--- src/rtl/dual_dac_serial_if.sv ---
module dual_dac_serial_if #(
  parameter int CODE_W      = 12,
  parameter int PROG_W      = 4,
  parameter int SYNC_STAGES = 2
) (
  input  logic              clk,
  input  logic              rst_n,
  input  logic              auto_frame,
  input  logic              sel_n,
  input  logic              sclk,
  input  logic              sdin,
  output logic [CODE_W-1:0] code_a,
  output logic [CODE_W-1:0] code_b,
  output logic              fast_mode,
  output logic              power_down,
  output logic              short_frame
);
  localparam int WORD_W = CODE_W + PROG_W;
  localparam int CNT_W  = $clog2(WORD_W + 1);
  localparam int B_ROUTE = WORD_W - 1;
  localparam int B_SPEED = WORD_W - 2;
  localparam int B_PDOWN = WORD_W - 3;
  localparam int B_SHONLY = WORD_W - 4;

  logic [SYNC_STAGES:0] sel_p, clk_p, dat_p;
  logic [WORD_W-1:0]    sr;
  logic [CODE_W-1:0]    shadow;
  logic [CNT_W-1:0]     bit_cnt;
  logic                 open_q;

  always_ff @(posedge clk or negedge rst_n)
    if (!rst_n) begin
      sel_p <= '1;
      clk_p <= '1;
      dat_p <= '0;
    end else begin
      sel_p <= {sel_p[SYNC_STAGES-1:0], sel_n};
      clk_p <= {clk_p[SYNC_STAGES-1:0], sclk};
      dat_p <= {dat_p[SYNC_STAGES-1:0], sdin};
    end

  wire sel_s     = sel_p[SYNC_STAGES-1];
  wire sel_fall  = sel_p[SYNC_STAGES] & ~sel_s;
  wire sel_rise  = ~sel_p[SYNC_STAGES] & sel_s;
  wire sclk_fall = clk_p[SYNC_STAGES] & ~clk_p[SYNC_STAGES-1];
  wire din       = dat_p[SYNC_STAGES-1];
  wire full      = (bit_cnt == CNT_W'(WORD_W));
  wire shift_en  = open_q & ~sel_s & sclk_fall & ~(auto_frame & full);
  wire commit    = open_q & (sel_rise | (auto_frame & full));
  wire [CODE_W-1:0] payload = sr[CODE_W-1:0];

  always_ff @(posedge clk or negedge rst_n)
    if (!rst_n) begin
      open_q  <= 1'b0;
      bit_cnt <= '0;
      sr      <= '0;
    end else begin
      if (sel_fall)    open_q <= 1'b1;
      else if (commit) open_q <= 1'b0;
      if (sel_fall)              bit_cnt <= '0;
      else if (shift_en && !full) bit_cnt <= bit_cnt + 1'b1;
      if (shift_en) sr <= {sr[WORD_W-2:0], din};
    end

  always_ff @(posedge clk or negedge rst_n)
    if (!rst_n) begin
      code_a      <= '0;
      code_b      <= '0;
      shadow      <= '0;
      fast_mode   <= 1'b0;
      power_down  <= 1'b0;
      short_frame <= 1'b0;
    end else if (commit) begin
      fast_mode   <= sr[B_SPEED];
      power_down  <= sr[B_PDOWN];
      short_frame <= ~full;
      if (sr[B_ROUTE]) begin
        code_a <= payload;
        code_b <= shadow;
      end else begin
        shadow <= payload;
        if (!sr[B_SHONLY]) code_b <= payload;
      end
    end

  p_sel_high_idle_r1: assert property (@(posedge clk) disable iff (!rst_n)
    sel_s |=> $stable(sr));
  p_copy_shadow_r3: assert property (@(posedge clk) disable iff (!rst_n)
    commit && sr[B_ROUTE] |=> code_b == $past(shadow) && $stable(shadow));
  p_b_pair_r4: assert property (@(posedge clk) disable iff (!rst_n)
    commit && !sr[B_ROUTE] && !sr[B_SHONLY] |=> code_b == shadow && $stable(code_a));
  p_shadow_only_r5: assert property (@(posedge clk) disable iff (!rst_n)
    commit && !sr[B_ROUTE] && sr[B_SHONLY] |=> $stable(code_a) && $stable(code_b));
  p_hold_r7: assert property (@(posedge clk) disable iff (!rst_n)
    !commit |=> $stable(code_a) && $stable(code_b) && $stable(fast_mode) && $stable(power_down));
  p_auto_close_r8: assert property (@(posedge clk) disable iff (!rst_n)
    auto_frame && open_q && full && !sel_fall |=> !open_q);
  p_cnt_bound_r8: assert property (@(posedge clk) disable iff (!rst_n)
    bit_cnt <= CNT_W'(WORD_W));
endmodule

--- config.mk ---
export PLATFORM = sky130hd
export DESIGN_NAME = dual_dac_serial_if
export DESIGN_NICKNAME = d
export VERILOG_FILES = /design/src/rtl/dual_dac_serial_if.sv
export SDC_FILE = /design/constraint.sdc
export NUM_CORES = 1
export LEC_CHECK = 0
export BUFFER_PORTS_ARGS = -buffer_cell sky130_fd_sc_hd__buf_2
export CAP_MARGIN = 10
export CORE_MARGIN = 1
export CORE_UTILIZATION = 32
export CTS_CLUSTER_SIZE = 10
export DETAILED_ROUTE_END_ITERATION = 10
export GPL_ROUTABILITY_DRIVEN = 1
export SLEW_MARGIN = 20
export SYNTH_ARGS = -nofsm -noshare
export SYNTH_HDL_FRONTEND = slang
export SYNTH_SLANG_ARGS = --single-unit
--- constraint.sdc ---
create_clock -name clk -period 1.9 [get_ports clk]
set_clock_uncertainty 0.15 [all_clocks]
set_input_delay 0.19 -clock clk [delete_from_list [all_inputs] [get_ports clk]]
set_output_delay 0.19 -clock clk [all_outputs]
set_load 0.02 [all_outputs]
## Word-level counts from Yosys, hierarchy flattened

Index checks and enable logic that the tools add are counted.

| word-level totals | value |
|---|---|
| flip-flop bits (word level) | 69 |
| input port bits | 6 |
| output and inout bits | 27 |
| logic and storage cells | 43 |

| cells by class | value |
|---|---|
| add/subtract/negate cells | 1 |
| eq/ne operators | 2 |
| mux-type cells | 6 |
| bitwise gates (word level) | 15 |
| reductions and logical operators | 7 |

Operator list:

| operator | number |
|---|---|
| $mux 12 | 2 |
| $mux 5 | 2 |
| $and 1x1->1 | 8 |
| $not 1->1 | 6 |
| $reduce_and 2->1 | 3 |
| $add 5x1->5 const B | 1 |
| $eq 5x5->1 const B | 1 |
| $reduce_bool 2->1 | 2 |
| $mux 1 | 2 |
| $ne 2x1->1 const B | 1 |
| $logic_and 1x1->1 | 1 |
| $logic_not 1->1 | 1 |
| $or 1x1->1 | 1 |

## Depth between registers and ports, before layout

Gate-level depths: netlist (run 1).

| logic depth | value |
|---|---|
| word-level depth | 7 |
| mapped depth | 8 |
| depth with buffers taken out | 6 |

## Worst setup path before layout (run 1)

OpenSTA, ideal clock, no wires.

| timing path | value |
|---|---|
| path kind | register to register |
| from | reg bit_cnt[0] |
| to | reg shadow[10] |
| setup time | 0.125 ns |
| arrival | 1.644 ns |
| path slack | -0.019 ns |
| stages on the path, launching flop included | 8 |
| buffers on the path | 1 |
| cells stage by stage | dfrtp_1 > inv_1 > ha_1 > and4bb_4 > a21o_4 > and3b_4 > buf_6 > mux2_4 |

| between the ends | value |
|---|---|
| word-level cells in the longest chain between the ends | 5 |

RTL lines:

| item | line | RTL |
|---|---|---|
| from (decl) | 28 | `logic [CNT_W-1:0] bit_cnt;` |
| from (signal assigned) | 61 | `else if (shift_en && !full) bit_cnt <= bit_cnt + 1'b1;` |
| $eq 5x5->1 | 47 | `wire full = (bit_cnt == CNT_W'(WORD_W));` |
| $and 1x1->1 | 49 | `wire commit = open_q & (sel_rise \| (auto_frame & full));` |
| $or 1x1->1 | 49 |  |
| $and 1x1->1 | 49 |  |
| $reduce_and 2->1 (no source line) | n/a |  |
| to (signal assigned) | 81 | `shadow <= payload;` |
| to (decl) | 27 | `logic [CODE_W-1:0] shadow;` |

Every way passes these cells.
A chain may end at the register's enable or synchronous reset.

## Worst setup path after layout (run 1)

Same ends and word-level chain as after synthesis.

==> metrics.yaml, run 1 <==
status: "finished with violations"
violations: "design-rule violations, negative setup slack"
dr.pass1.iters: 6
tightest_slew_ns: 0.394
cts_root_buf: "clkbuf_8"
grtUsageTotal_pct: 11.6
clkLatencyLatePin_ns: 0.34
reg2regPathDepth: 7
grt_pass1_wl_mm: 8.43
period_needed_ns: 1.92
crit_chain: "inv_2 -> ha_1 -> and4bb_4 -> a21o_4 -> and3b_4 -> buf_12 -> mux2_4"
via_count: 1579
slew_headroom_pct: 73.7
start_kind: "register"
synth_cell_types: 30
vdd_drop_max_uv: 474
wl_mm: 4.87
port-buffer-count: 32
hold_viol: 0
dp_hpwl_mm: 3.19
cp_data_arrival_time_ns: 2.00
overflow: 0
die-width_um: 97.7
clock_sinks: 69
start_util_pct: 33.3
vias_per_cell: 4.46
maxCapViolCount: 0
die_h_um: 97.7
min_path_cells: 3
cts.clk_slew.worst_paths_ns: 0.07
holdCritPathClass: "in2reg"
crit_family: "simple AND/OR/NAND/NOR gates"
ys_seq_area_share_pct: 59.2
path_buf_inv: 2
hold-path-endpoint: "short_frame"
cts-htree-levels: 3
syn_to_final_growth_pct: 25.5
pin_count: 33
synth_nets: 189
synth-async-reset-ratio_pct: 100
drtIter0Drc: 41
critPathRequiredTime_ns: 1.98
final_antenna_net_count: 0
rows: 34
fin_ws_ns: -0.0178
r2r-end: "shadow[10]"
fmax_mhz: 521
synth-seq-cells: 69
numCtsBuffers: 9
antenna_found_initial: 0
slowest_delay_ns: 0.36
finalSetupViolCount: 9
drc: 2
ys_warn_count: 0
fin_nets: 249
synth_top_flop_cell: "dfrtp_1"
rsz0062_at_grt: "true"
grt_max_degree: 70
dp_slack_ns: -0.0615
grt_pass1_vias: 1665
critPathMaxFanout: 9
yosysMostFrequentCell: "dfrtp_1"
post-synth-top-area-cell: "dfrtp_1"
placed_area_mm2: 0.00330
synthCells: 181
hp-start: "auto_frame"
finalCritPeriodShare_pct: 101
syn_area_mm2: 0.00293
crit_path_top_delay_cell: "dfrtp_1"
finish.instance_area_mm2: 0.00368
core_mm2: 0.00881
reg2reg_from: "bit_cnt[0]"
synth_area_leaders: "dfrtp_1 54%, mux2_4 15%, mux2_2 13%"
place.gp.congestion: 0.696
end_kind: "register"
avgSynthCellArea_um2: 16.2
synth_edf_count: 0
r2r_setup_slack_ns: -0.02
diodes: 0
yosys.area.top_type_share_pct: 53.8
wl_per_cell_um: 13.8
cts_tree: "built"
yosys-top-cells-count: "63 x dfrtp_1, 33 x mux2_2, 30 x mux2_4, 6 x dfstp_2, 6 x nor2_1"
leakage_nw: 1.84
finalMaxSlewViolations: 0
hold_slack_ns: 0.0279
clock_path_buffers: 2
critPathKind: "reg2reg"
drive_gt1_share_pct: 59.3
dieArea_mm2: 0.00955
power_density_mw_per_mm2: 935
sequential cells by signal (all words and copies together) (netlist names):
register	flops
bit_cnt	5
clk_p	3
code_a	12
code_b	12
dat_p	2
fast_mode	1
open_q	1
power_down	1
sel_p	3
shadow	12
short_frame	1
sr	16
cell type report:
| cell class | instances | area, um2 |
|---|---|---|
| clock buffer | 11 | 151 |
| fill | 801 | 5130 |
| timing repair buffer | 57 | 449 |
| multi-input combinational | 101 | 1120 |
| sequential | 69 | 1730 |
| clock inverter | 5 | 81.3 |
| tap | 108 | 135 |
| inverter | 3 | 11.3 |
placed cells by master, fill, tap and decap left out:
master and instances:
a21o_4 1, a21oi_1 3, a31oi_1 1, and2_4 1
and3_4 1, and3b_4 1, and4bb_2 1, and4bb_4 1
buf_12 7, buf_2 32, buf_4 13, buf_6 1
bufinv_16 2, clkbuf_8 11, clkinv_2 1, clkinvlp_4 1
dfrtp_1 63, dfstp_2 6, dlygate4sd3_1 4, ha_1 2
inv_1 2, inv_2 1, inv_6 1, mux2_1 3
mux2_2 33, mux2_4 30, mux2i_1 2, nand2_1 4
nand2b_1 2, nand3_2 1, nand4_1 2, nor2_1 6
nor2b_1 2, o21a_1 1, xnor2_1 1, xor2_1 2
where the power goes:
group | switching (mW) | total [mW] | internal [mW]
Sequential | 0.0890 | 1.68 | 1.59
Combinational | 0.167 | 0.382 | 0.215
Clock | 0.561 | 1.37 | 0.813
metrics by stage:
step / util (%) / total power [mW] / setup TNS, ns / instances
2_1_floorplan: - / 1.94 / 0 / 181
3_3_place_gp: 37.4 / 2.07 / -0.102 / 328
3_5_place_dp: 37.4 / 2.08 / -0.497 / 328
4_1_cts: 41.3 / 3.48 / -0.143 / 352
5_1_grt: 41.8 / 3.60 / -1.42 / 354
6_report: 41.8 / 3.44 / -0.122 / 354
worst max-delay path by stage:
stage | startpoint | endpoint | depth (start not counted)
after floorplan | bit_cnt[0] | shadow[10] | 7
after global placement | bit_cnt[0] | shadow[0] | 6
after detailed placement | bit_cnt[0] | shadow[0] | 6
after CTS | bit_cnt[0] | shadow[7] | 7
after global routing | bit_cnt[1] | shadow[3] | 7
final | bit_cnt[0] | shadow[10] | 7
per-layer routing:
layer	vias to the layer above	GRT usage, %	part of all wire [%]
li1	758	-	-
met4	0	8.04	3.1
met1	787	15.2	49
met3	10	2.52	3.1
met2	24	17.1	44
met5	-	0	0
kinds of logic after synthesis:
| family | Yosys count | synth area share [%] |
|---|---|---|
| buffers and inverters | 11 | 2.73 |
| AND/OR/NAND/NOR | 22 | 4.99 |
| adder cells (fa/ha/maj) | 2 | 0.853 |
| flip-flops | 69 | 59.2 |
| multiplexers | 68 | 29.9 |
| XOR/XNOR | 3 | 0.896 |
| AO/OA/AOI/OAI | 6 | 1.49 |
what timing repair did:
| action | 4_1_cts | 5_1_grt |
|---|---|---|
| gates resized for setup | 0 | 1 |
| gates cloned | 0 | 0 |
| setup endpoints to repair | 24 | 30 |
| pin swaps | 0 | 1 |
| hold buffers | 4 | 0 |
| buffers inserted | 4 | 2 |
| endpoints found under the hold margin | 66 | 0 |
tightest hold or removal path: stages:
cell	delay, ns
buf_2	0.11
o21a_1	0.12
a21oi_1	0.06
No activity file was read; power rests on OpenSTA's default activity.
==> run 2: changes to the inputs <==
--- a/config.mk
+++ b/config.mk
@@ -5,12 +5,13 @@
 export SDC_FILE = /design/constraint.sdc
 export NUM_CORES = 1
 export LEC_CHECK = 0
-export BUFFER_PORTS_ARGS = -buffer_cell sky130_fd_sc_hd__buf_2
 export CAP_MARGIN = 10
 export CORE_MARGIN = 1
 export CORE_UTILIZATION = 32
+export CTS_BUF_LIST = sky130_fd_sc_hd__clkbuf_2 sky130_fd_sc_hd__clkbuf_4 sky130_fd_sc_hd__clkbuf_8
 export CTS_CLUSTER_SIZE = 10
 export DETAILED_ROUTE_END_ITERATION = 10
+export DONT_BUFFER_PORTS = 1
 export GPL_ROUTABILITY_DRIVEN = 1
 export SLEW_MARGIN = 20
 export SYNTH_ARGS = -nofsm -noshare
==> metrics.yaml, run 2 (synthesized netlist as in run 1, its figures left out) <==
finalSetupViolCount: 20  # +11
antenna_found_initial: 0  # unchanged
utilization_pct: 40.7  # -1.1 points
dieArea_mm2: 0.00955  # unchanged
violations: "design-rule violations, negative hold slack, negative setup slack"
port-buffer-count: 0  # -100%
reg2regPathDepth: 7  # unchanged
cts-htree-levels: 3  # unchanged
combPwrFrac_pct: 7.9  # -3.2 points
start_kind: "register"
fin_ws_ns: -0.0385  # -0.0207 ns
maxCapViolCount: 0  # unchanged
via_count: 1487  # -5.8%
finalCritPeriodShare_pct: 102  # +1.1 points
rows: 34  # unchanged
placed_area_mm2: 0.00316  # -4.0%
final_cell_mix: "63 x dfrtp_1, 32 x mux2_4, 31 x mux2_2"
tightest_slew_ns: 0.400  # +0.00625 ns
start_util_pct: 33.3  # unchanged
critPathMaxFanout: 5  # -4
fin_nets: 222  # -11%
largest-register: "sr"
fmax_mhz: 516  # -1.1%
finalMaxSlewViolations: 0  # unchanged
period_needed_ns: 1.94  # +0.0207 ns
drc: 2  # unchanged
cts_root_buf: "clkbuf_8"
overflow: 0  # unchanged
cts.clk_slew.worst_paths_ns: 0.08  # about the same
status: "finished with violations"
holdCritPathClass: "in2async"
syn_to_final_growth_pct: 22.2
grtUsageTotal_pct: 12.0  # +0.39 points
ctsHoldBuffers: 4  # unchanged
crit_start: "bit_cnt[0]"
seqPwrFrac_pct: 49.6  # +0.7 points
slew_headroom_pct: 73.3  # -0.42 points
p_sw_mw: 0.778  # -4.7%
pin_count: 33  # unchanged
clock_path_buffers: 2  # unchanged
fin_cells: 327  # -7.6%
reg2reg_from: "bit_cnt[0]"
finish.instance_area_mm2: 0.00358  # -2.7%
hold_slack_ns: -0.620  # -0.648 ns
clkLatencyLatePin_ns: 0.34  # about the same
leakage_nw: 1.72  # -7.0%
end_kind: "register"
wl_mm: 5.13  # +5.1%
drtIter0Drc: 77  # +88%
cp_data_arrival_time_ns: 2.02  # +0.02 ns
hold_viol: 69  # +69
numCtsBuffers: 9  # unchanged
clkPwrFrac_pct: 42.5  # +2.6 points
swShare_pct: 22.3  # -1.5 points
dp_hpwl_mm: 3.33  # +4.3%
cts_tree: "built"
place.gp.congestion: 0.770  # +11%
diodes: 0  # unchanged
vias_per_cell: 4.55  # +1.9%
p_int_mw: 2.71  # +3.5%
layout_commonest_cell: "dfrtp_1"
critPathRequiredTime_ns: 1.98  # about the same
die-width_um: 97.7  # unchanged
largest_register_ffs: 16  # unchanged
final_antenna_net_count: 0  # unchanged
wl_per_cell_um: 15.7  # +14%
drive_gt1_share_pct: 55.3  # -4.1 points
grt_pass1_wl_mm: 8.64  # +2.5%
critPathKind: "reg2reg"
core_mm2: 0.00881  # unchanged
die_h_um: 97.7  # unchanged
power_density_mw_per_mm2: 975  # +4.3%
dr.pass1.iters: 7  # +1
clock_sinks: 69  # unchanged
grt_max_degree: 70  # unchanged
placed_cells: 298  # -9.1%
grt_pass1_vias: 1610  # -3.3%
rsz0062_at_grt: "true"
vdd_drop_max_uv: 310  # -34%
==> run 2: cell count changes in the layout (fill, tap and decap cells not counted), moves of 2 or more <==
| cell | delta |
|---|---|
| clkinv_4 | +2 |
| buf_2 | -32 |
| mux2_2 | -2 |
| mux2_4 | +2 |
| buf_4 | +7 |
==> run 2: cell type report <==
class,count,area [um2]
fillers,804,5230
flip-flops and latches,69,1730
multi-input cells,101,1140
repair buffers,30,310
clock buffers,11,145
well taps,108,135
clock inverters,5,108
inverters,3,11.3
==> run 2: worst paths after layout <==
kind | endpoint | slack [ns]
setup reg to reg | shadow[3] | -0.04
max in group asynchronous | sel_p[1] | 2.02
hold / removal | code_a[7] | -0.62
min in group clk | open_q | 0.03
hold reg to reg | dat_p[1] | 0.20
setup / recovery | shadow[3] | -0.04
==> run 2: metal layers <==
layer	vias to the layer above	global-route usage, %	share of wire, %
met4	0	6.64	2.2
met3	8	4.17	5.5
met5	-	0	0
met2	25	17.5	49
met1	754	15.6	43
li1	700	-	-
==> run 2: through the flow <==
stage                     worst slack [ns]  TNS (ns)  hold slack (ns)  power (mW)
after detailed placement           -0.0721    -0.871           -0.254        2.02
after global placement             -0.0131    -0.109           -0.254        2.01
after CTS                          -0.0462    -0.480           -0.638        3.53
final                              -0.0385    -0.447           -0.620        3.49
after global routing                -0.111     -1.82           -0.638        3.64
after floorplan                    0.00571         0           -0.256        1.94
==> run 2: what timing repair did <==
item | CTS | global route
endpoints found under the setup margin | 22 | 35
buffers inserted | 3 | 6
gates cloned | 0 | 0
pin swaps | 2 | 1
gates resized for setup | 3 | 2
endpoints found under the hold margin | 73 | 69
==> run 2: power by group through the flow <==
stage | Clock (mW) | Combinational, mW | Sequential, mW
CTS | 1.52 | 0.271 | 1.74
detailed placement | 0 | 0.253 | 1.76
floorplan | 0 | 0.205 | 1.73
finish | 1.48 | 0.275 | 1.73
global placement | 0 | 0.248 | 1.76
global route | 1.59 | 0.301 | 1.75
==> run 2: worst max-delay path: stages (launching register included) <==
cell	delay [ns]
dfrtp_1	0.39
inv_2	0.08
ha_4	0.12
and4bb_4	0.25
a21o_4	0.14
and3b_4	0.27
buf_12	0.14
mux2_4	0.29
==> run 3: changes to the inputs <==
--- a/config.mk
+++ b/config.mk
@@ -7,12 +7,13 @@
 export LEC_CHECK = 0
 export CAP_MARGIN = 10
 export CORE_MARGIN = 1
-export CORE_UTILIZATION = 32
+export CORE_UTILIZATION = 59
 export CTS_BUF_LIST = sky130_fd_sc_hd__clkbuf_2 sky130_fd_sc_hd__clkbuf_4 sky130_fd_sc_hd__clkbuf_8
 export CTS_CLUSTER_SIZE = 10
 export DETAILED_ROUTE_END_ITERATION = 10
 export DONT_BUFFER_PORTS = 1
 export GPL_ROUTABILITY_DRIVEN = 1
+export PLACE_DENSITY = 0.78
 export SLEW_MARGIN = 20
 export SYNTH_ARGS = -nofsm -noshare
 export SYNTH_HDL_FRONTEND = slang
==> metrics.yaml, run 3 (synthesized netlist as in run 1, its figures left out) <==
cts_root_buf: "clkbuf_8"
port-buffer-count: 0  # unchanged
cp_data_arrival_time_ns: 2.04  # +0.02 ns
power_density_mw_per_mm2: 912  # -6.5%
syn_to_final_growth_pct: 15.5
largest-register: "sr"
holdCritPathClass: "in2async"
critPathMaxFanout: 6  # +1
p_sw_mw: 0.765  # -1.7%
tightest_slew_ns: 0.382  # -0.0180 ns
combPwrFrac_pct: 9.1  # +1.2 points
clock_path_buffers: 2  # unchanged
rsz0062_at_grt: "true"
wl_met3_um: 204  # -28%
finish.instance_area_mm2: 0.00339  # -5.5%
wl_met2_mm: 2.46  # -1.9%
seqPwrFrac_pct: 56.1  # +6.5 points
start_kind: "register"
grt_max_degree: 70  # unchanged
diodes: 0  # unchanged
cts-htree-levels: 3  # unchanged
top_layer: "met4"
dp_slack_ns: -0.0474  # +0.0247 ns
period_needed_ns: 1.96  # +0.0258 ns
dieArea_mm2: 0.00525  # -45%
fin_ws_ns: -0.0643  # -0.0258 ns
fmax_mhz: 509  # -1.3%
cts_tree: "built"
core_mm2: 0.00475  # -46%
maxCapViolCount: 0  # unchanged
drive_gt1_share_pct: 53.8  # -1.5 points
p_int_mw: 2.32  # -14%
dr.pass1.iters: 4  # -3
fin_nets: 215  # -3.2%
end_kind: "register"
slew_headroom_pct: 74.5  # +1.2 points
swShare_pct: 24.8  # +2.5 points
largest_register_ffs: 16  # unchanged
hold_viol: 69  # unchanged
antenna_found_initial: 0  # unchanged
finalMaxSlewViolations: 0  # unchanged
grt_pass1_vias: 1586  # -1.5%
layout_commonest_cell: "dfrtp_1"
tns_ns: -0.542  # -0.0945 ns
place.gp.congestion: 0.771  # +0.21%
vias_per_cell: 5.44  # +20%
final_antenna_net_count: 0  # unchanged
grt_pass1_wl_mm: 8.04  # -6.9%
reg2regPathDepth: 7  # unchanged
finalPower_mw: 3.09  # -12%
start_util_pct: 61.7  # +28 points
crit_chain: "inv_2 -> ha_4 -> and4bb_4 -> a21o_4 -> and3b_4 -> buf_12 -> mux2_4"
slowest_delay_ns: 0.40  # about the same
violations: "negative hold slack, negative setup slack"
wl_per_cell_um: 17.8  # +13%
die-width_um: 72.5  # -26%
die_h_um: 72.5  # -26%
dp_hpwl_mm: 3.11  # -6.4%
clock_sinks: 69  # unchanged
critPathKind: "reg2reg"
critPathRequiredTime_ns: 1.97  # about the same
ctsHoldBuffers: 4  # unchanged
hold_slack_ns: -0.615  # +0.00472 ns
clkPwrFrac_pct: 34.7  # -7.8 points
status: "finished with violations"
cts.clk_slew.worst_paths_ns: 0.07  # about the same
finalSetupViolCount: 19  # -5.0%
vdd_drop_max_uv: 637  # +110%
drtIter0Drc: 109  # +42%
numCtsBuffers: 9  # unchanged
wl_mm: 4.96  # -3.3%
crit_path_top_delay_cell: "dfrtp_1"
leakage_nw: 1.64  # -4.5%
finalCritPeriodShare_pct: 103  # +1.4 points
overflow: 0  # unchanged
pin_count: 33  # unchanged
final_cell_mix: "63 x dfrtp_1, 33 x mux2_2, 30 x mux2_4"
clkLatencyLatePin_ns: 0.35  # about the same
via_count: 1517  # +2.0%
placed_area_mm2: 0.00309  # -2.4%
grtUsageTotal_pct: 21.4  # +9.4 points
rows: 25  # -26%
route.layer.met1.wl_mm: 2.18  # -2.2%
drc: 0  # -2
-- run 3: worst max-delay path, delay by kind of cell (launching register included) --
| kind | cells | cell delay (ns) |
|---|---|---|
| adders and majority gates | 1 | 0.13 |
| and+or+nand+nor | 2 | 0.50 |
| muxes | 1 | 0.30 |
| DFF | 1 | 0.40 |
| AOI/OAI and AO/OA | 1 | 0.13 |
| buffers and inverters | 2 | 0.23 |
-- run 3: metrics by stage --
step	hold slack (ns)	instances	utilization (%)
after floorplan	-0.256	181	-
after global placement	-0.253	252	64.9
after detailed placement	-0.254	252	64.9
after CTS	-0.634	276	70.7
after global routing	-0.637	279	71.2
final	-0.615	279	71.2
-- run 3: layout make-up --
| cell class | instances | area (um2) |
|---|---|---|
| multi-input combinational | 101 | 1130 |
| fill | 326 | 1370 |
| clock inverter | 4 | 25.0 |
| clock buffer | 12 | 153 |
| sequential | 69 | 1730 |
| timing repair buffer | 23 | 249 |
| inverter | 3 | 11.3 |
| tap | 67 | 83.8 |
-- run 3: layer usage --
metal,vias to the layer above,GRT usage [%]
li1,686,-
met1,792,27.2
met5,-,0
met4,0,13.7
met2,29,32.5
met3,10,5.97
-- run 3: path summary, 6_finish.rpt --
path	startpoint	to	slack [ns]
worst max-delay path	bit_cnt[1]	shadow[10]	-0.06
worst min-delay path	rst_n	bit_cnt[1]	-0.62
worst max register to register	bit_cnt[1]	shadow[10]	-0.06
worst min register to register	dat_p[0]	dat_p[1]	0.21
max in group asynchronous	rst_n	clk_p[2]	2.02
min in group clk	auto_frame	open_q	0.03
-- run 3: power groups by stage --
stage          Sequential (mW)  Clock [mW]  Combinational (mW)
6_report                  1.73        1.07               0.281
5_1_grt                   1.75        1.15               0.303
4_1_cts                   1.73        1.09               0.271
3_5_place_dp              1.76           0               0.254
3_3_place_gp              1.75           0               0.244
2_1_floorplan             1.73           0               0.205
-- run 3: timing repair --
action | CTS | global route
hold endpoints to repair | 73 | 69
setup endpoints to repair | 22 | 33
buffers inserted | 4 | 3
pin swaps | 2 | 1
resized for setup | 4 | 0
